--- src/rtl/rbo_pkg.sv ---
package rbo_pkg;

  typedef enum logic {
    ALIGN_STRAIGHT = 1'b0,
    ALIGN_SHIFTED  = 1'b1
  } align_e;

  // Alignment after a word: a find sets it from the lane of the hit,
  // otherwise the current alignment is kept.
  function automatic align_e next_align(align_e cur, logic found, logic low_hit);
    if (!found) return cur;
    return low_hit ? ALIGN_STRAIGHT : ALIGN_SHIFTED;
  endfunction

  // A PAD is inserted only when moving from straight into shifted.
  function automatic logic pad_needed(align_e cur, logic found, logic low_hit);
    return found && !low_hit && (cur == ALIGN_STRAIGHT);
  endfunction

endpackage

--- src/rtl/rbo_match.sv ---
module rbo_match #(
  parameter int LANE_W = 8,
  parameter int LANES  = 2
) (
  input  logic [LANES*LANE_W-1:0] word,
  input  logic [LANE_W-1:0]       pattern,
  output logic [LANES-1:0]        hit
);
  for (genvar g = 0; g < LANES; g++) begin : g_lane
    assign hit[g] = (word[g*LANE_W +: LANE_W] == pattern);
  end
endmodule

--- src/rtl/rbo_arm.sv ---
module rbo_arm (
  input  logic clk,
  input  logic rst,
  input  logic dyn_mode,
  input  logic sync_status,
  input  logic order_req,
  input  logic found,
  output logic search_active,
  output logic done
);
  logic pend_q;
  logic done_q;

  always_comb begin
    if (dyn_mode) search_active = pend_q | order_req;
    else          search_active = sync_status & ~done_q;
  end

  always_ff @(posedge clk) begin
    if (rst) begin
      pend_q <= 1'b0;
      done_q <= 1'b0;
    end else if (found) begin
      pend_q <= 1'b0;
      done_q <= 1'b1;
    end else if (dyn_mode && order_req) begin
      pend_q <= 1'b1;
      done_q <= 1'b0;
    end
  end

  assign done = done_q;
endmodule

--- src/rtl/rbo_lane_shift.sv ---
module rbo_lane_shift
  import rbo_pkg::*;
#(
  parameter int LANE_W = 8
) (
  input  logic                clk,
  input  logic                rst,
  input  logic                in_valid,
  input  logic [2*LANE_W-1:0] in_data,
  input  logic [1:0]          in_k,
  input  logic                found,
  input  logic                low_hit,
  input  logic [LANE_W-1:0]   pad_byte,
  input  logic                pad_k,
  output logic                out_valid,
  output logic [2*LANE_W-1:0] out_data,
  output logic [1:0]          out_k,
  output logic                pad_pulse,
  output logic                shifted
);
  align_e              align_q, align_n;
  logic [LANE_W-1:0]   hold_q;
  logic                hold_k_q;
  logic                pad_now;
  logic [LANE_W-1:0]   lo_b, hi_b;
  logic                lo_k, hi_k;
  logic [LANE_W-1:0]   in_lo, in_hi;

  assign in_lo = in_data[LANE_W-1:0];
  assign in_hi = in_data[2*LANE_W-1:LANE_W];

  always_comb begin
    align_n = next_align(align_q, found, low_hit);
    pad_now = pad_needed(align_q, found, low_hit);
    if (align_n == ALIGN_STRAIGHT) begin
      lo_b = in_lo;     lo_k = in_k[0];
      hi_b = in_hi;     hi_k = in_k[1];
    end else if (pad_now) begin
      lo_b = in_lo;     lo_k = in_k[0];
      hi_b = pad_byte;  hi_k = pad_k;
    end else begin
      lo_b = hold_q;    lo_k = hold_k_q;
      hi_b = in_lo;     hi_k = in_k[0];
    end
  end

  always_ff @(posedge clk) begin
    if (rst) begin
      align_q   <= ALIGN_STRAIGHT;
      hold_q    <= '0;
      hold_k_q  <= 1'b0;
      out_valid <= 1'b0;
      out_data  <= '0;
      out_k     <= '0;
      pad_pulse <= 1'b0;
    end else begin
      out_valid <= in_valid;
      pad_pulse <= in_valid & pad_now;
      if (in_valid) begin
        align_q  <= align_n;
        hold_q   <= in_hi;
        hold_k_q <= in_k[1];
        out_data <= {hi_b, lo_b};
        out_k    <= {hi_k, lo_k};
      end
    end
  end

  assign shifted = (align_q == ALIGN_SHIFTED);
endmodule

--- src/rtl/rx_byte_order_aligner.sv ---
module rx_byte_order_aligner #(
  parameter int LANE_W = 8
) (
  input  logic                clk,
  input  logic                rst,
  input  logic                cfg_dyn_mode,
  input  logic [LANE_W-1:0]   cfg_pattern,
  input  logic [LANE_W-1:0]   cfg_pad,
  input  logic                cfg_pad_k,
  input  logic                sync_status,
  input  logic                order_req,
  input  logic                in_valid,
  input  logic [2*LANE_W-1:0] in_data,
  input  logic [1:0]          in_k,
  output logic                out_valid,
  output logic [2*LANE_W-1:0] out_data,
  output logic [1:0]          out_k,
  output logic                pad_inserted,
  output logic                order_done
);
  localparam int LANES = 2;

  logic [LANES-1:0] hit;
  logic             hit_lo;
  logic             search_active;
  logic             found;
  logic             shifted;

  rbo_match #(.LANE_W(LANE_W), .LANES(LANES)) u_match (
    .word    (in_data),
    .pattern (cfg_pattern),
    .hit     (hit)
  );

  assign hit_lo = hit[0];
  assign found  = in_valid & search_active & (|hit);

  rbo_arm u_arm (
    .clk           (clk),
    .rst           (rst),
    .dyn_mode      (cfg_dyn_mode),
    .sync_status   (sync_status),
    .order_req     (order_req),
    .found         (found),
    .search_active (search_active),
    .done          (order_done)
  );

  rbo_lane_shift #(.LANE_W(LANE_W)) u_shift (
    .clk       (clk),
    .rst       (rst),
    .in_valid  (in_valid),
    .in_data   (in_data),
    .in_k      (in_k),
    .found     (found),
    .low_hit   (hit_lo),
    .pad_byte  (cfg_pad),
    .pad_k     (cfg_pad_k),
    .out_valid (out_valid),
    .out_data  (out_data),
    .out_k     (out_k),
    .pad_pulse (pad_inserted),
    .shifted   (shifted)
  );
endmodule

--- config.mk ---
export PLATFORM = sky130hd
export DESIGN_NAME = rx_byte_order_aligner
export DESIGN_NICKNAME = d
export VERILOG_FILES = /design/src/rtl/rbo_pkg.sv /design/src/rtl/rbo_match.sv /design/src/rtl/rbo_arm.sv /design/src/rtl/rbo_lane_shift.sv /design/src/rtl/rx_byte_order_aligner.sv
export SDC_FILE = /design/constraint.sdc
export NUM_CORES = 1
export LEC_CHECK = 0
export BUFFER_PORTS_ARGS = -buffer_cell sky130_fd_sc_hd__clkbuf_2
export CAP_MARGIN = 10
export CORE_UTILIZATION = 44
export CTS_CLUSTER_DIAMETER = 60
export DETAILED_ROUTE_END_ITERATION = 10
export PLACE_DENSITY = 0.86
export SETUP_SLACK_MARGIN = 0.3
export SLEW_MARGIN = 20
export SYNTH_ARGS = -nofsm -noshare
export SYNTH_HDL_FRONTEND = slang
export SYNTH_SLANG_ARGS = --single-unit
--- constraint.sdc ---
create_clock -name clk -period 1.65 [get_ports clk]
set_clock_uncertainty 0.05 [all_clocks]
set_input_delay 0.33 -clock clk [delete_from_list [all_inputs] [get_ports clk]]
set_output_delay 0.33 -clock clk [all_outputs]
set_load 0.005 [all_outputs]
### After elaboration in Yosys (flattened, before gate mapping)

Index checks and enable logic that the tools add are counted.

* input port bits: 41
* word-level logic and storage cells: 38
* output and inout bits: 21
* register bits after elaboration: 32

* reductions and logical operators: 7
* eq/ne operators: 2
* bitwise operators: 7
* multiplexer cells: 13

Operator list (count)
* two-way mux 8 bit: 4
* equality test 8 bit: 2
* two-way mux 1 bit: 9
* bitwise AND 1 bit: 4
* OR reduction 2 bit: 2
* logical AND 1 bit: 3
* inverter 1 bit: 2
* nonzero test 2 bit: 1
* zero test 1 bit: 1
* OR 1 bit: 1

### Logic depth before layout (Yosys ltp)

* word-level depth: 9
* depth in mapped cells: 6
* mapped depth without buffers: 5

### Hierarchy

A second synthesis with hierarchy kept.

* cell total of the unflattened synthesis: 164
* area, all modules: 1617.8 µm²

Modules (own cells, without submodules)
* rbo_lane_shift: cells each 132, instances 1, seq. area each 600.6 µm², area an instance 1351.3 µm²
* rbo_match: cells each 22, instances 1, seq. area each 0.0 µm², area an instance 172.7 µm²
* rbo_arm: cells each 9, instances 1, seq. area each 40.0 µm², area an instance 83.8 µm²
* rx_byte_order_aligner: cells each 1, instances 1, seq. area each 0.0 µm², area an instance 10.0 µm²

### Worst setup path after synthesis

OpenSTA, ideal clock, no wires.

* kind: input -> register
* start point: in in_data[12]
* end point: reg u_shift.out_data[14]
* stages on the path: 6
* path buffers: 1
* path slack: 0.060 ns
* arrival time: 1.418 ns
* cells stage by stage: xnor2_1 nand4_1 or3_1 clkbuf_2 nor3_1 o31ai_1

* cells in the longest elaborated chain, start to end: 7
* elaborated cells between the ends (all ways): 8

Ends and longest elaborated chain
* start, declared: RTL line rx_byte_order_aligner.sv:13 `input logic [2*LANE_W-1:0] in_data,`
* equality test 8 bit *: RTL line rbo_match.sv:10 `assign hit[g] = (word[g*LANE_W +: LANE_W] == pattern);`
* OR reduction 2 bit *: RTL line rx_byte_order_aligner.sv:36 `assign found = in_valid & search_active & (|hit);`
* bitwise AND 1 bit *: RTL line rx_byte_order_aligner.sv:36
* logical AND 1 bit (2 in series): RTL line rbo_pkg.sv:17 `return found && !low_hit && (cur == ALIGN_STRAIGHT);`
* two-way mux 8 bit: RTL line rbo_lane_shift.sv:38 `end else if (pad_now) begin`
* two-way mux 8 bit *: RTL line rbo_lane_shift.sv:35 `if (align_n == ALIGN_STRAIGHT) begin`
* end signal, assigned: RTL line rbo_lane_shift.sv:63 `out_data <= {hi_b, lo_b};`
* end, declared: RTL line rbo_lane_shift.sv:16 `output logic [2*LANE_W-1:0] out_data,`

Every way passes the cells marked *; elsewhere a longest branch is shown, timed or not.
A chain may end at the register's enable or synchronous reset.

### Worst setup path after layout

* start point: reg u_arm.done_q (netlist: u_arm.done)
* end point: reg u_shift.out_data[9]

* cells in the longest elaborated chain, start to end: 9
* elaborated cells between the ends (all ways): 10

Ends and longest elaborated chain
* start, declared: RTL line rbo_arm.sv:12 `logic done_q;`
* start signal, assigned: RTL line rbo_arm.sv:22 `done_q <= 1'b0;`
* start signal, assigned: RTL line rbo_arm.sv:25 `done_q <= 1'b1;`
* start signal, assigned: RTL line rbo_arm.sv:28 `done_q <= 1'b0;`
* inverter 1 bit *: RTL line rbo_arm.sv:16 `else search_active = sync_status & ~done_q;`
* bitwise AND 1 bit *: RTL line rbo_arm.sv:16
* two-way mux 1 bit *: RTL line rbo_arm.sv:15 `if (dyn_mode) search_active = pend_q | order_req;`
* bitwise AND 1 bit * (2 in series): RTL line rx_byte_order_aligner.sv:36
* logical AND 1 bit (2 in series): RTL line rbo_pkg.sv:17
* two-way mux 8 bit: RTL line rbo_lane_shift.sv:38
* two-way mux 8 bit *: RTL line rbo_lane_shift.sv:35

Marked as above.

==> qor.yml <==
drc: 0
io_pins: 62
grt_setup_unrepaired: "yes"
port_buffers: 61
place_congestion: 0.819
track_usage: 0.289
grt_overflow: 0
ir_drop_uv: 455
path_cells: "nor3b_4 -> o21ai_4 -> o31a_1 -> a221oi_1 -> a311oi_2"
min_to: "u_shift.out_data[8]"
netlist_area_mm2: 0.00170
p_per_area_mw_per_mm2: 715
cap_violations: 0
hold_violations: 0
root_buffer: "clkbuf_8"
slew-limit-headroom: 0.773
wl_um: 5540
drt_iter0_drc: 85
area_growth_pct: 51.6
ys_async_sr_fraction: 0
hp-class: "input port to flop"
cp-start-kind: "flop"
clock_latency_ns: 0.29
p_switching_uw: 514
seq_power_share: 0.458
p_int_mw: 1.32
fillCellCount: 306
grt_max_degree: 43
cts_max_path_buffers: 2
synth.avg_cell_area_um2: 8.88
cp_max_fo: 7
synthCells: 191
synth_most_common_cell: "dfxtp_1"
rows: 22
die-area_mm2: 0.00411
antenna_found_initial: 0
multi_input_area_mm2: 0.00118
drive_gt1_frac: 0.496
grt_pass1_vias: 1835
critical_path_arrival_ns: 1.77
synth-seq-cells: 32
vias: 1874
clock-sinks: 32
nNetsFinal: 323
antenna_left: 0
synth_area_leaders: "dfxtp_1 38%, a311oi_1 7.7%, xnor2_1 6.2%"
critPathKind: "flop to flop"
period_share: 1.01
worst_slew_pin_slew_ns: 0.340
cts_tree: "built"
slowest_stage: "a221oi_1"
r2r_end: "u_shift.out_data[9]"
synth-edff-count: 0
yosysSeqAreaShare: 0.378
max_stage_delay_ns: 0.38
synth_top_area_frac: 0.378
dpl.hpwl_um: 3930
synth_area_leader_cell: "dfxtp_1"
setup_viol: 1
stdcell_area_mm2: 0.00257
synth_common_cells: "32 x dfxtp_1, 22 x nor2_1, 15 x a311oi_1, 15 x nand3_1, 13 x nand2_1"
num_antenna_cells: 0
reg2reg_from: "u_arm.done"
power_switching_share: 0.280
critical_path.endpoint_type: "flop"
r2r_slack_ns: -0.01
drt-pass1-iter-count: 4
status: "complete, but fails checks"
final_max_slew_viol_count: 0
worstHoldStart: "cfg_pad[0]"
synthesis.nets: 232
final_util: 0.697
reg2reg_depth: 5
die_h_um: 64.1
chipWidth_um: 64.1
regArea_um2: 643
htreeDepth: 2
crit_required_ns: 1.76
cts.clk_slew.worst_paths_ns: 0.07
violations: "setup timing"
drt-wirelength-per-cell_um: 16.8
dpl_cell_area_mm2: 0.00240
fmax_mhz: 603
p_clk_frac: 0.311
pwr-share-comb: 0.231
p_leak_nw: 1.12
avgViaCountPerCell: 5.68
cts_buffers: 5
min_period_ns: 1.66
yosysUniqueCellTypes: 35
initial_utilization: 0.460
min_delay_path_depth: 3
worst_slack_ns: -0.00974
yosys_most_used_dff: "dfxtp_1"
grt_pass1_wl_um: 8790
yosysWarnings: 0
fp.coreArea_mm2: 0.00369
==> power by group through the flow <==
| stage | registers, mW | logic [mW] | clock network [mW] |
|---|---|---|---|
| 2_1_floorplan | 0.856 | 0.185 | 0 |
| 3_3_place_gp | 0.855 | 0.384 | 0 |
| 3_5_place_dp | 0.857 | 0.393 | 0 |
| 4_1_cts | 0.841 | 0.415 | 0.579 |
| 5_1_grt | 0.845 | 0.455 | 0.617 |
| 6_report | 0.842 | 0.424 | 0.572 |
==> layout make-up <==
| type | count | share of cell area |
|---|---|---|
| multi-input cells | 145 | 0.460 |
| flip-flops and latches | 32 | 0.250 |
| repair buffers | 97 | 0.235 |
| clock buffers | 6 | 0.0282 |
| well taps | 48 | 0.0234 |
| clock inverters | 1 | 0.00195 |
| inverters | 1 | 0.00146 |
==> placed cells by master (no fill, tap or decap), types with 2 or more instances in the layout <==
cell,n
clkbuf_2,59
buf_4,34
dfxtp_1,30
nor2_1,21
nand3_1,15
a311oi_1,13
nand2_1,9
mux2i_1,9
o21ai_1,8
nor2b_1,7
xnor2_2,6
xnor2_4,6
a221oi_1,6
nand4_1,5
clkbuf_8,5
xnor2_1,4
nor3_2,4
a21oi_1,4
nand2_2,4
o31ai_1,3
or3_4,2
o31ai_2,2
o21ba_2,2
a311oi_2,2
buf_12,2
dfxtp_2,2
==> cells by family after synthesis <==
| logic type | share of synthesized area |
|---|---|
| buf+inv | 0.0406 |
| compound gates | 0.213 |
| simple gates | 0.215 |
| flops | 0.378 |
| mux | 0.0531 |
| xor+xnor | 0.100 |
==> per-stage QoR <==
step | hold WS (ns) | setup slack (ns) | instances | power, mW | TNS (ns)
2_1_floorplan | 0.386 | 0.0699 | 191 | 1.04 | 0
3_3_place_gp | 0.389 | -0.306 | 322 | 1.24 | -3.68
3_5_place_dp | 0.394 | -0.325 | 322 | 1.25 | -4.41
4_1_cts | 0.251 | 0.0317 | 330 | 1.83 | 0
5_1_grt | 0.277 | -0.0934 | 330 | 1.92 | -0.592
6_report | 0.254 | -0.00974 | 330 | 1.84 | -0.00974
==> worst max path at each step <==
stage | slack [ns] | startpoint | endpoint
6_report | -0.01 | u_arm.done | u_shift.out_data[9]
2_1_floorplan | 0.07 | cfg_pattern[7] | u_shift.out_data[10]
5_1_grt | -0.09 | u_arm.pend_q | u_shift.out_data[8]
3_3_place_gp | -0.31 | cfg_pattern[6] | u_shift.out_data[13]
4_1_cts | 0.03 | u_arm.pend_q | u_shift.out_data[13]
3_5_place_dp | -0.32 | cfg_pattern[6] | u_shift.out_data[10]
==> per-layer routing <==
layer / global-route usage / part of all wire / vias up
li1: - / - / 885
met3: 0.0554 / 0.065 / 17
met2: 0.481 / 0.51 / 101
met4: 0.156 / 0.036 / 0
met1: 0.349 / 0.39 / 871
met5: 0 / 0 / -
==> what timing repair did <==
action	in CTS	in global routing
gates resized for setup	14	6
pin swaps	14	5
buffers inserted	1	0
hold buffers	0	0
endpoints found under the setup margin	21	22
==> worst max-delay path: cells and delay by family (launching register included) <==
| family | cells | cell delay, ns |
|---|---|---|
| AOI/OAI and AO/OA | 4 | 0.95 |
| DFF | 1 | 0.33 |
| and+or+nand+nor | 1 | 0.20 |
==> flip-flops by register name, summed over array words and instances, names as in the netlist <==
| name | flops |
|---|---|
| u_shift.out_data | 16 |
| u_shift.hold_q | 8 |
| u_shift.out_k | 2 |
| u_arm.done | 1 |
| u_arm.pend_q | 1 |
| u_shift.hold_k_q | 1 |
| u_shift.out_valid | 1 |
| u_shift.pad_pulse | 1 |
| u_shift.shifted | 1 |
Note: power is estimated with default switching activity, not from simulation.
